==> config.mk <==
export PLATFORM = sky130hd
export DESIGN_NAME = uart4x_port
export DESIGN_NICKNAME = d
export VERILOG_FILES = /design/src/rtl/uart4x_pkg.sv /design/src/rtl/uart4x_tick.sv /design/src/rtl/uart4x_tx.sv /design/src/rtl/uart4x_rx.sv /design/src/rtl/uart4x_port.sv
export SDC_FILE = /design/constraint.sdc
export NUM_CORES = 1
export LEC_CHECK = 0
export ABC_AREA = 1
export CORE_MARGIN = 5
export CORE_UTILIZATION = 61
export CTS_BUF_LIST = sky130_fd_sc_hd__clkbuf_16
export CTS_CLUSTER_SIZE = 12
export DETAILED_ROUTE_END_ITERATION = 8
export GPL_ROUTABILITY_DRIVEN = 1
export PLACE_DENSITY_LB_ADDON = 0.08
export SETUP_SLACK_MARGIN = 0.05
export SKIP_CTS_REPAIR_TIMING = 1
export SYNTH_ARGS = -nofsm -noshare
export SYNTH_HDL_FRONTEND = slang
export SYNTH_SLANG_ARGS = --single-unit
export TNS_END_PERCENT = 1
==> constraint.sdc <==
create_clock -name clk -period 2.15 [get_ports clk]
set_input_delay 0.43 -clock clk [delete_from_list [all_inputs] [get_ports clk]]
set_output_delay 0.43 -clock clk [all_outputs]
set_load 0.01 [all_outputs]
==> src/rtl/uart4x_pkg.sv <==
package uart4x_pkg;
    localparam int BYTE_W   = 8;
    localparam int OVERSAMP = 4;

    localparam logic [3:0] OFS_STATUS = 4'd0;
    localparam logic [3:0] OFS_DATA   = 4'd1;

    localparam int ST_RX_READY = 0;
    localparam int ST_TX_EMPTY = 1;
    localparam int ST_FRAME    = 2;
    localparam int ST_OVERRUN  = 3;

    typedef enum logic [1:0] {
        TX_IDLE,
        TX_START,
        TX_DATA,
        TX_STOP
    } tx_state_e;

    typedef enum logic [2:0] {
        RX_IDLE,
        RX_START,
        RX_DATA,
        RX_STOP,
        RX_BREAK
    } rx_state_e;
endpackage

==> src/rtl/uart4x_tick.sv <==
module uart4x_tick #(
    parameter int DIVISOR = 128
) (
    input  logic clk,
    input  logic rst,
    output logic samp_tick,
    output logic bit_tick
);
    localparam int CW = (DIVISOR > 2) ? $clog2(DIVISOR) : 1;
    localparam logic [CW-1:0] LAST = CW'(DIVISOR - 1);

    typedef struct packed {
        logic [CW-1:0] cnt;
        logic [1:0]    qtr;
        logic          samp;
        logic          bitt;
    } tick_t;

    tick_t q, d;

    always_comb begin
        d      = q;
        d.samp = 1'b0;
        d.bitt = 1'b0;
        if (q.cnt == LAST) begin
            d.cnt  = '0;
            d.samp = 1'b1;
            d.qtr  = q.qtr + 2'd1;
            d.bitt = (q.qtr == 2'd3);
        end else begin
            d.cnt = q.cnt + 1'b1;
        end
    end

    always_ff @(posedge clk) begin
        if (rst) q <= '0;
        else     q <= d;
    end

    assign samp_tick = q.samp;
    assign bit_tick  = q.bitt;

    AST_BIT_ON_SAMPLE: assert property (@(posedge clk) disable iff (rst) bit_tick |-> samp_tick);
    AST_SAMPLE_SPACED: assert property (@(posedge clk) disable iff (rst) samp_tick |=> !samp_tick);
endmodule

==> src/rtl/uart4x_tx.sv <==
module uart4x_tx
    import uart4x_pkg::*;
(
    input  logic              clk,
    input  logic              rst,
    input  logic              bit_tick,
    input  logic              load,
    input  logic [BYTE_W-1:0] load_data,
    output logic              txd,
    output logic              empty
);
    typedef struct packed {
        tx_state_e         state;
        logic [BYTE_W-1:0] shreg;
        logic [2:0]        idx;
        logic              pend;
        logic              line;
    } tx_t;

    tx_t q, d;

    assign empty = !q.pend && (q.state == TX_IDLE);
    assign txd   = q.line;

    always_comb begin
        d = q;
        if (load && empty) begin
            d.pend  = 1'b1;
            d.shreg = load_data;
        end
        if (bit_tick) begin
            case (q.state)
                TX_IDLE: begin
                    if (d.pend) begin
                        d.state = TX_START;
                        d.line  = 1'b0;
                        d.pend  = 1'b0;
                    end
                end
                TX_START: begin
                    d.state = TX_DATA;
                    d.line  = d.shreg[0];
                    d.shreg = {1'b0, d.shreg[BYTE_W-1:1]};
                    d.idx   = '0;
                end
                TX_DATA: begin
                    if (q.idx == 3'd7) begin
                        d.state = TX_STOP;
                        d.line  = 1'b1;
                    end else begin
                        d.line  = q.shreg[0];
                        d.shreg = {1'b0, q.shreg[BYTE_W-1:1]};
                        d.idx   = q.idx + 3'd1;
                    end
                end
                default: begin
                    d.state = TX_IDLE;
                    d.line  = 1'b1;
                end
            endcase
        end
    end

    always_ff @(posedge clk) begin
        if (rst) begin
            q       <= '0;
            q.state <= TX_IDLE;
            q.line  <= 1'b1;
        end else begin
            q <= d;
        end
    end

    AST_TX_ON_BIT_TICK: assert property (@(posedge clk) disable iff (rst) !bit_tick |=> $stable(txd));
    AST_TX_BUSY_LOAD_DROPPED: assert property (@(posedge clk) disable iff (rst)
        (load && !empty && !bit_tick) |=> $stable(q.shreg));
endmodule

==> src/rtl/uart4x_rx.sv <==
module uart4x_rx
    import uart4x_pkg::*;
(
    input  logic              clk,
    input  logic              rst,
    input  logic              samp_tick,
    input  logic              rxd,
    output logic              done,
    output logic              stop_ok,
    output logic [BYTE_W-1:0] data
);
    typedef struct packed {
        logic              s1;
        logic              s2;
        rx_state_e         state;
        logic [1:0]        cnt;
        logic [2:0]        idx;
        logic [BYTE_W-1:0] shreg;
    } rx_t;

    rx_t  q, d;
    logic line;

    assign line = q.s2;
    assign data = q.shreg;

    always_comb begin
        d       = q;
        d.s1    = rxd;
        d.s2    = q.s1;
        done    = 1'b0;
        stop_ok = 1'b0;
        if (samp_tick) begin
            case (q.state)
                RX_IDLE: begin
                    if (!line) begin
                        d.state = RX_START;
                        d.cnt   = '0;
                    end
                end
                RX_START: begin
                    if (q.cnt == 2'd1) begin
                        d.cnt   = '0;
                        d.idx   = '0;
                        d.state = line ? RX_IDLE : RX_DATA;
                    end else begin
                        d.cnt = q.cnt + 2'd1;
                    end
                end
                RX_DATA: begin
                    d.cnt = q.cnt + 2'd1;
                    if (q.cnt == 2'd3) begin
                        d.shreg = {line, q.shreg[BYTE_W-1:1]};
                        if (q.idx == 3'd7) d.state = RX_STOP;
                        else               d.idx   = q.idx + 3'd1;
                    end
                end
                RX_STOP: begin
                    d.cnt = q.cnt + 2'd1;
                    if (q.cnt == 2'd3) begin
                        done    = 1'b1;
                        stop_ok = line;
                        d.state = line ? RX_IDLE : RX_BREAK;
                    end
                end
                default: begin
                    if (line) d.state = RX_IDLE;
                end
            endcase
        end
    end

    always_ff @(posedge clk) begin
        if (rst) begin
            q       <= '0;
            q.s1    <= 1'b1;
            q.s2    <= 1'b1;
            q.state <= RX_IDLE;
        end else begin
            q <= d;
        end
    end

    AST_DONE_ON_TICK: assert property (@(posedge clk) disable iff (rst) done |-> samp_tick);
    AST_BREAK_HOLDS: assert property (@(posedge clk) disable iff (rst)
        (q.state == RX_BREAK && !line) |=> (q.state == RX_BREAK));
endmodule

==> src/rtl/uart4x_port.sv <==
module uart4x_port
    import uart4x_pkg::*;
#(
    parameter int DIVISOR = 128,
    parameter int ADDR_W  = 4
) (
    input  logic              clk,
    input  logic              rst,
    input  logic              req,
    input  logic              we,
    input  logic [ADDR_W-1:0] addr,
    input  logic [7:0]        wdata,
    output logic [7:0]        rdata,
    output logic              ack,
    input  logic              rxd,
    output logic              txd
);
    typedef struct packed {
        logic              ack;
        logic [7:0]        rdata;
        logic              rx_ready;
        logic              fe;
        logic              ovr;
        logic [BYTE_W-1:0] rx_byte;
    } regs_t;

    regs_t q, d;

    logic samp_tick, bit_tick;
    logic tx_load, tx_empty;
    logic rx_done, rx_stop_ok;
    logic [BYTE_W-1:0] rx_data;
    logic take, rd_data;

    uart4x_tick #(.DIVISOR(DIVISOR)) u_tick (
        .clk(clk), .rst(rst), .samp_tick(samp_tick), .bit_tick(bit_tick)
    );

    uart4x_tx u_tx (
        .clk(clk), .rst(rst), .bit_tick(bit_tick), .load(tx_load),
        .load_data(wdata), .txd(txd), .empty(tx_empty)
    );

    uart4x_rx u_rx (
        .clk(clk), .rst(rst), .samp_tick(samp_tick), .rxd(rxd),
        .done(rx_done), .stop_ok(rx_stop_ok), .data(rx_data)
    );

    assign take    = req && !q.ack;
    assign rd_data = take && !we && (addr == ADDR_W'(OFS_DATA));
    assign tx_load = take && we && (addr == ADDR_W'(OFS_DATA));

    always_comb begin
        d       = q;
        d.ack   = take;
        d.rdata = '0;
        if (take && !we) begin
            if (addr == ADDR_W'(OFS_STATUS)) begin
                d.rdata[ST_RX_READY] = q.rx_ready;
                d.rdata[ST_TX_EMPTY] = tx_empty;
                d.rdata[ST_FRAME]    = q.fe;
                d.rdata[ST_OVERRUN]  = q.ovr;
            end else if (addr == ADDR_W'(OFS_DATA)) begin
                d.rdata = q.rx_byte;
            end
        end
        if (rd_data) begin
            d.rx_ready = 1'b0;
            d.fe       = 1'b0;
            d.ovr      = 1'b0;
        end
        if (rx_done) begin
            d.ovr      = d.ovr | (q.rx_ready && !rd_data);
            d.fe       = d.fe | !rx_stop_ok;
            d.rx_ready = 1'b1;
            d.rx_byte  = rx_data;
        end
    end

    always_ff @(posedge clk) begin
        if (rst) q <= '0;
        else     q <= d;
    end

    assign ack   = q.ack;
    assign rdata = q.rdata;

    AST_ACK_SINGLE: assert property (@(posedge clk) disable iff (rst) ack |=> !ack);
    AST_ACK_HAS_REQ: assert property (@(posedge clk) disable iff (rst) ack |-> $past(req));
    AST_IDLE_RDATA_ZERO: assert property (@(posedge clk) disable iff (rst) !ack |-> (rdata == 8'd0));
    AST_READY_AFTER_RX: assert property (@(posedge clk) disable iff (rst) rx_done |=> q.rx_ready);
    AST_READ_CLEARS: assert property (@(posedge clk) disable iff (rst)
        (rd_data && !rx_done) |=> (!q.rx_ready && !q.fe && !q.ovr));
endmodule

==> impl_results.html <==
<table>
<tr><th>Metric</th><th>Value</th></tr>
<tr><th colspan="2">Timing</th></tr>
<tr><td>Post-route minimum period</td><td>1666 ps</td></tr>
<tr><td>Peak clock frequency supported by timing</td><td>600.2 MHz</td></tr>
<tr><td>Final Hold Vio Count</td><td>0</td></tr>
<tr><td>RSZ-0062 raised after global routing</td><td>false</td></tr>
<tr><td>Final setup vio count</td><td>0</td></tr>
<tr><td>Slew @ Worst Pin</td><td>511.2 ps</td></tr>
<tr><td>Fin Clk Skew</td><td>5.174 ps</td></tr>
<tr><td>Part of the cycle the worst path needs</td><td>77.49%</td></tr>
<tr><td>Headroom to the max-slew limit</td><td>65.79%</td></tr>
<tr><td>Max-slew violations</td><td>0</td></tr>
<tr><td>Final total negative setup slack</td><td>0 ps</td></tr>
<tr><th colspan="2">Power</th></tr>
<tr><td>Areal power density over the cells</td><td>795.7 mW/mm^2</td></tr>
<tr><td>Combinational share of power</td><td>3.6%</td></tr>
<tr><td>Sw frac</td><td>19.89%</td></tr>
<tr><td>Switching pwr</td><td>558.9 uW</td></tr>
<tr><td>Total power draw</td><td>2810 uW</td></tr>
<tr><td>Clk network pwr share</td><td>53.5%</td></tr>
<tr><td>Leakage dissipation</td><td>0.001518 uW</td></tr>
<tr><td>Internal power</td><td>2251 uW</td></tr>
<tr><td>Flop pwr share</td><td>42.9%</td></tr>
<tr><td>Maximum ir drop on the vdd rail</td><td>0.6481 mV</td></tr>
<tr><th colspan="2">Drt</th></tr>
<tr><td>Routed wirelength normalized by instance count</td><td>11.80 um</td></tr>
<tr><td>Vias per inst</td><td>5.129</td></tr>
<tr><td>Detailed-router iteration count before antenna repair</td><td>4</td></tr>
<tr><td>WL final</td><td>5758 um</td></tr>
<tr><td>Remaining design rule violation count</td><td>0</td></tr>
<tr><td>Detailed Route Iter0 Violations</td><td>116</td></tr>
<tr><td>Vias</td><td>2503</td></tr>
<tr><td>Post-DRT Antenna Nets</td><td>0</td></tr>
<tr><th colspan="2">Placed design</th></tr>
<tr><td>I/O Buffers</td><td>26</td></tr>
<tr><td>GP Congestion</td><td>0.7762</td></tr>
<tr><td>Detailed Place HPWL</td><td>3975 um</td></tr>
<tr><th colspan="2">Clocking</th></tr>
<tr><td>Inserted Clock Buffers</td><td>9</td></tr>
<tr><td>Number of levels in the clock H-tree</td><td>3</td></tr>
<tr><td># clock sinks</td><td>64</td></tr>
<tr><td>Buffer cell driving the clock tree root</td><td>clkbuf_16</td></tr>
<tr><td>Clock tree from TritonCTS</td><td>done</td></tr>
<tr><td>Clock transition time at the flip-flop clock pins of the worst setup and hold paths</td><td>50 ps</td></tr>
<tr><td>Clock latency at the later pin of the worst-skew pair</td><td>330 ps</td></tr>
<tr><td>Maximum root-to-sink buffer count</td><td>2</td></tr>
<tr><th colspan="2">Setup path</th></tr>
<tr><td>Crit Path Class</td><td>flop to output port</td></tr>
<tr><td>Worst-path maximum fanout</td><td>2</td></tr>
<tr><td>Crit-path leading delay family</td><td>buffers and inverters</td></tr>
<tr><td>CP Capture Type</td><td>output port</td></tr>
<tr><td>Arrival @ worst endpoint</td><td>1240 ps</td></tr>
<tr><td>Critical path buffers and inverters</td><td>1</td></tr>
<tr><td>Critical path data required time</td><td>1720 ps</td></tr>
<tr><td>Delay of the slowest cell on the worst path</td><td>560 ps</td></tr>
<tr><td>Crit path max-delay cell type</td><td>clkdlybuf4s50_1</td></tr>
<tr><td>Ordered list of cells on the worst path</td><td>clkdlybuf4s50_1</td></tr>
<tr><td>Critical Path Start Type</td><td>flop</td></tr>
<tr><th colspan="2">Global route</th></tr>
<tr><td>Total global-route track usage</td><td>20.13%</td></tr>
<tr><td>Maximum number of pins on one net before global-route repair</td><td>21</td></tr>
<tr><td>Wire length of the first global-routing pass</td><td>10120 um</td></tr>
<tr><td>Via count of the first global-routing pass</td><td>2386</td></tr>
<tr><td>GRT overflow</td><td>0</td></tr>
<tr><td>Antenna violations before repair</td><td>0</td></tr>
<tr><th colspan="2">Synth</th></tr>
<tr><td>Ranking of synthesized cells by instance count</td><td>89 x nand2_1, 64 x dfxtp_1, 48 x inv_1</td></tr>
<tr><td>Share of async-settable or async-resettable flops after synthesis</td><td>0%</td></tr>
<tr><td>Simple-gate share of the synthesized area</td><td>28.49%</td></tr>
<tr><td>Synth Area in Compound Gates</td><td>11.22%</td></tr>
<tr><td>Post-Synthesis Mean Instance Area</td><td>7.558 um^2</td></tr>
<tr><td>Sequential cell area fraction in the yosys report</td><td>43.03%</td></tr>
<tr><td>Combinational family with the most area after synthesis</td><td>simple AND/OR/NAND/NOR gates</td></tr>
<tr><td>Main synth FF type</td><td>dfxtp_1</td></tr>
<tr><td>Summed instance area of the synthesized netlist</td><td>0.002978 mm^2</td></tr>
<tr><td>Flops &amp; latches, synth</td><td>64</td></tr>
<tr><td>Post-synthesis adder-cell area fraction</td><td>5.462%</td></tr>
<tr><td>Post-synthesis cell type with the largest combined area</td><td>dfxtp_1</td></tr>
<tr><td>Syn_nets</td><td>424</td></tr>
<tr><td>Most repeated cell in the gate-level netlist after synthesis</td><td>nand2_1</td></tr>
<tr><td>Area share of the leading cell type in the synthesized netlist</td><td>43.03%</td></tr>
<tr><td>Post-synth EDFFs</td><td>0</td></tr>
<tr><td>Post-Synth XOR/XNOR Area</td><td>0.8824%</td></tr>
<tr><td>Post-synthesis instance total</td><td>394</td></tr>
<tr><td>Distinct cell type count of the synthesized netlist</td><td>34</td></tr>
<tr><td>Share of synthesized area spent on multiplexers</td><td>0%</td></tr>
<tr><td>Warnings, synthesis</td><td>0</td></tr>
<tr><td>Top area cells in the synthesized netlist</td><td>dfxtp_1 43%, nand2_1 11%, nand3_1 6.2%</td></tr>
<tr><th colspan="2">Die</th></tr>
<tr><td>Number of placement rows</td><td>25</td></tr>
<tr><td>Die area</td><td>0.006379 mm^2</td></tr>
<tr><td>Initial core utilization</td><td>63.05%</td></tr>
<tr><td>I/O pin cnt</td><td>27</td></tr>
<tr><td>Chip Width</td><td>79.87 um</td></tr>
<tr><td>Height of the die</td><td>79.87 um</td></tr>
<tr><td>Core outline area</td><td>0.004723 mm^2</td></tr>
<tr><th colspan="2">Finish</th></tr>
<tr><td>Fraction of final layout cells with drive strength greater than 1</td><td>9.264%</td></tr>
<tr><td>Count of filler cells inserted in the layout</td><td>372</td></tr>
<tr><td>Post-synthesis to final-layout area growth</td><td>18.57%</td></tr>
<tr><td>Net count of the finished layout</td><td>446</td></tr>
<tr><td>Antenna Cells</td><td>0</td></tr>
<tr><td>Final standard cell utilization of the core</td><td>74.76%</td></tr>
<tr><th colspan="2">Worst hold path</th></tr>
<tr><td>Path class of the lowest-slack min-delay path</td><td>flop to flop</td></tr>
<tr><th colspan="2">Run status</th></tr>
<tr><td>Status</td><td>complete, no violations</td></tr>
<tr><th colspan="2">Run</th></tr>
<tr><td>Max-capacitance violation count</td><td>0</td></tr>
</table>
==> worst register-to-register path: stages (launching register included) <==
cell and delay, ps:
dfxtp_1 330, inv_1 100, ha_1 250, nand2_2 110, nor2_4 260, nand2_4 140
nand2_1 120, nand3_1 70, nand2_1 70, nand2_1 40, nand2_1 70
==> power groups by stage <==
stage                     Combinational, uW  Clock (uW)  Sequential, uW
after global placement                 97.8           0            1230
after detailed placement               99.0           0            1230
after floorplan                        56.4           0            1230
final                                   100        1500            1210
after CTS                               101        1520            1210
after global routing                    111        1590            1210
==> cell families (layout without fill, tap and decap cells) <==
family                   Yosys count  after routing
adder cells (fa/ha/maj)           13             13
buffers and inverters             70             97
flip-flops                        64             64
AND/OR/NAND/NOR                  184            184
AO/OA/AOI/OAI                     60             60
XOR/XNOR                           3              3
==> stage by stage <==
stage | hold WS, ps | instances | worst slack [ps] | area, um^2
after floorplan | 389.5 | 394 | 811.6 | 2978
after global placement | 392.7 | 472 | 263.2 | 3218
after detailed placement | 419.4 | 472 | 230.8 | 3218
after CTS | 422.6 | 488 | 478.2 | 3531
after global routing | 439.4 | 488 | 319.0 | 3531
final | 423.1 | 488 | 484.0 | 3531
==> sequential cells by signal (all words and copies together) (netlist names) <==
signal / count
u_tx.q: 14
q: 11
u_tick.q: 9
rdata: 8
u_rx.data: 8
u_rx.q: 8
ack: 1
u_rx.d: 1
u_rx.line: 1
u_tick.bit_tick: 1
u_tick.samp_tick: 1
u_tx.txd: 1
==> layer usage <==
layer  routed length [um]  track usage, %
met1                 2660           23.62
met2                 2634           33.89
met3                  382           7.111
met4                   81           7.095
met5                    0               0
==> area by class of cell <==
type	instances	area, um^2	area share, %
Clock inverter	7	87.58	2.481
Clock buffer	9	225.2	6.378
Timing Repair Buffer	30	290.3	8.221
Sequential cell	64	1281	36.29
Tap cell	67	83.83	2.374
Multi-Input combinational cell	260	1371	38.84
Inverter	51	191.4	5.422
==> final timing paths <==
check / start / end / slack [ps] / cells after the start
hold / removal: u_rx.d[16] / u_rx.line / 420 / 1
hold reg to reg: u_rx.d[16] / u_rx.line / 420 / 1
setup / recovery: u_tx.txd / txd / 480 / 1
setup reg to reg: u_tx.q[13] / u_tx.q[6] / 520 / 10
==> cell usage in the layout, fill, tap and decap left out, drive strengths merged, types with 2 or more instances in the layout <==
cell type and n:
o21bai 2, nor3 4, nand4 4, clkdlybuf4s50 26
nand3b 8, clkinv 3, bufinv 2, ha 13
nand2 94, nor2 31, o22ai 3, dfxtp 64
buf 4, a21oi 33, clkbuf 9, or2 2
xnor2 2, nand3 39, inv 52, o21ai 19
Note: power is estimated with default switching activity, not from simulation.
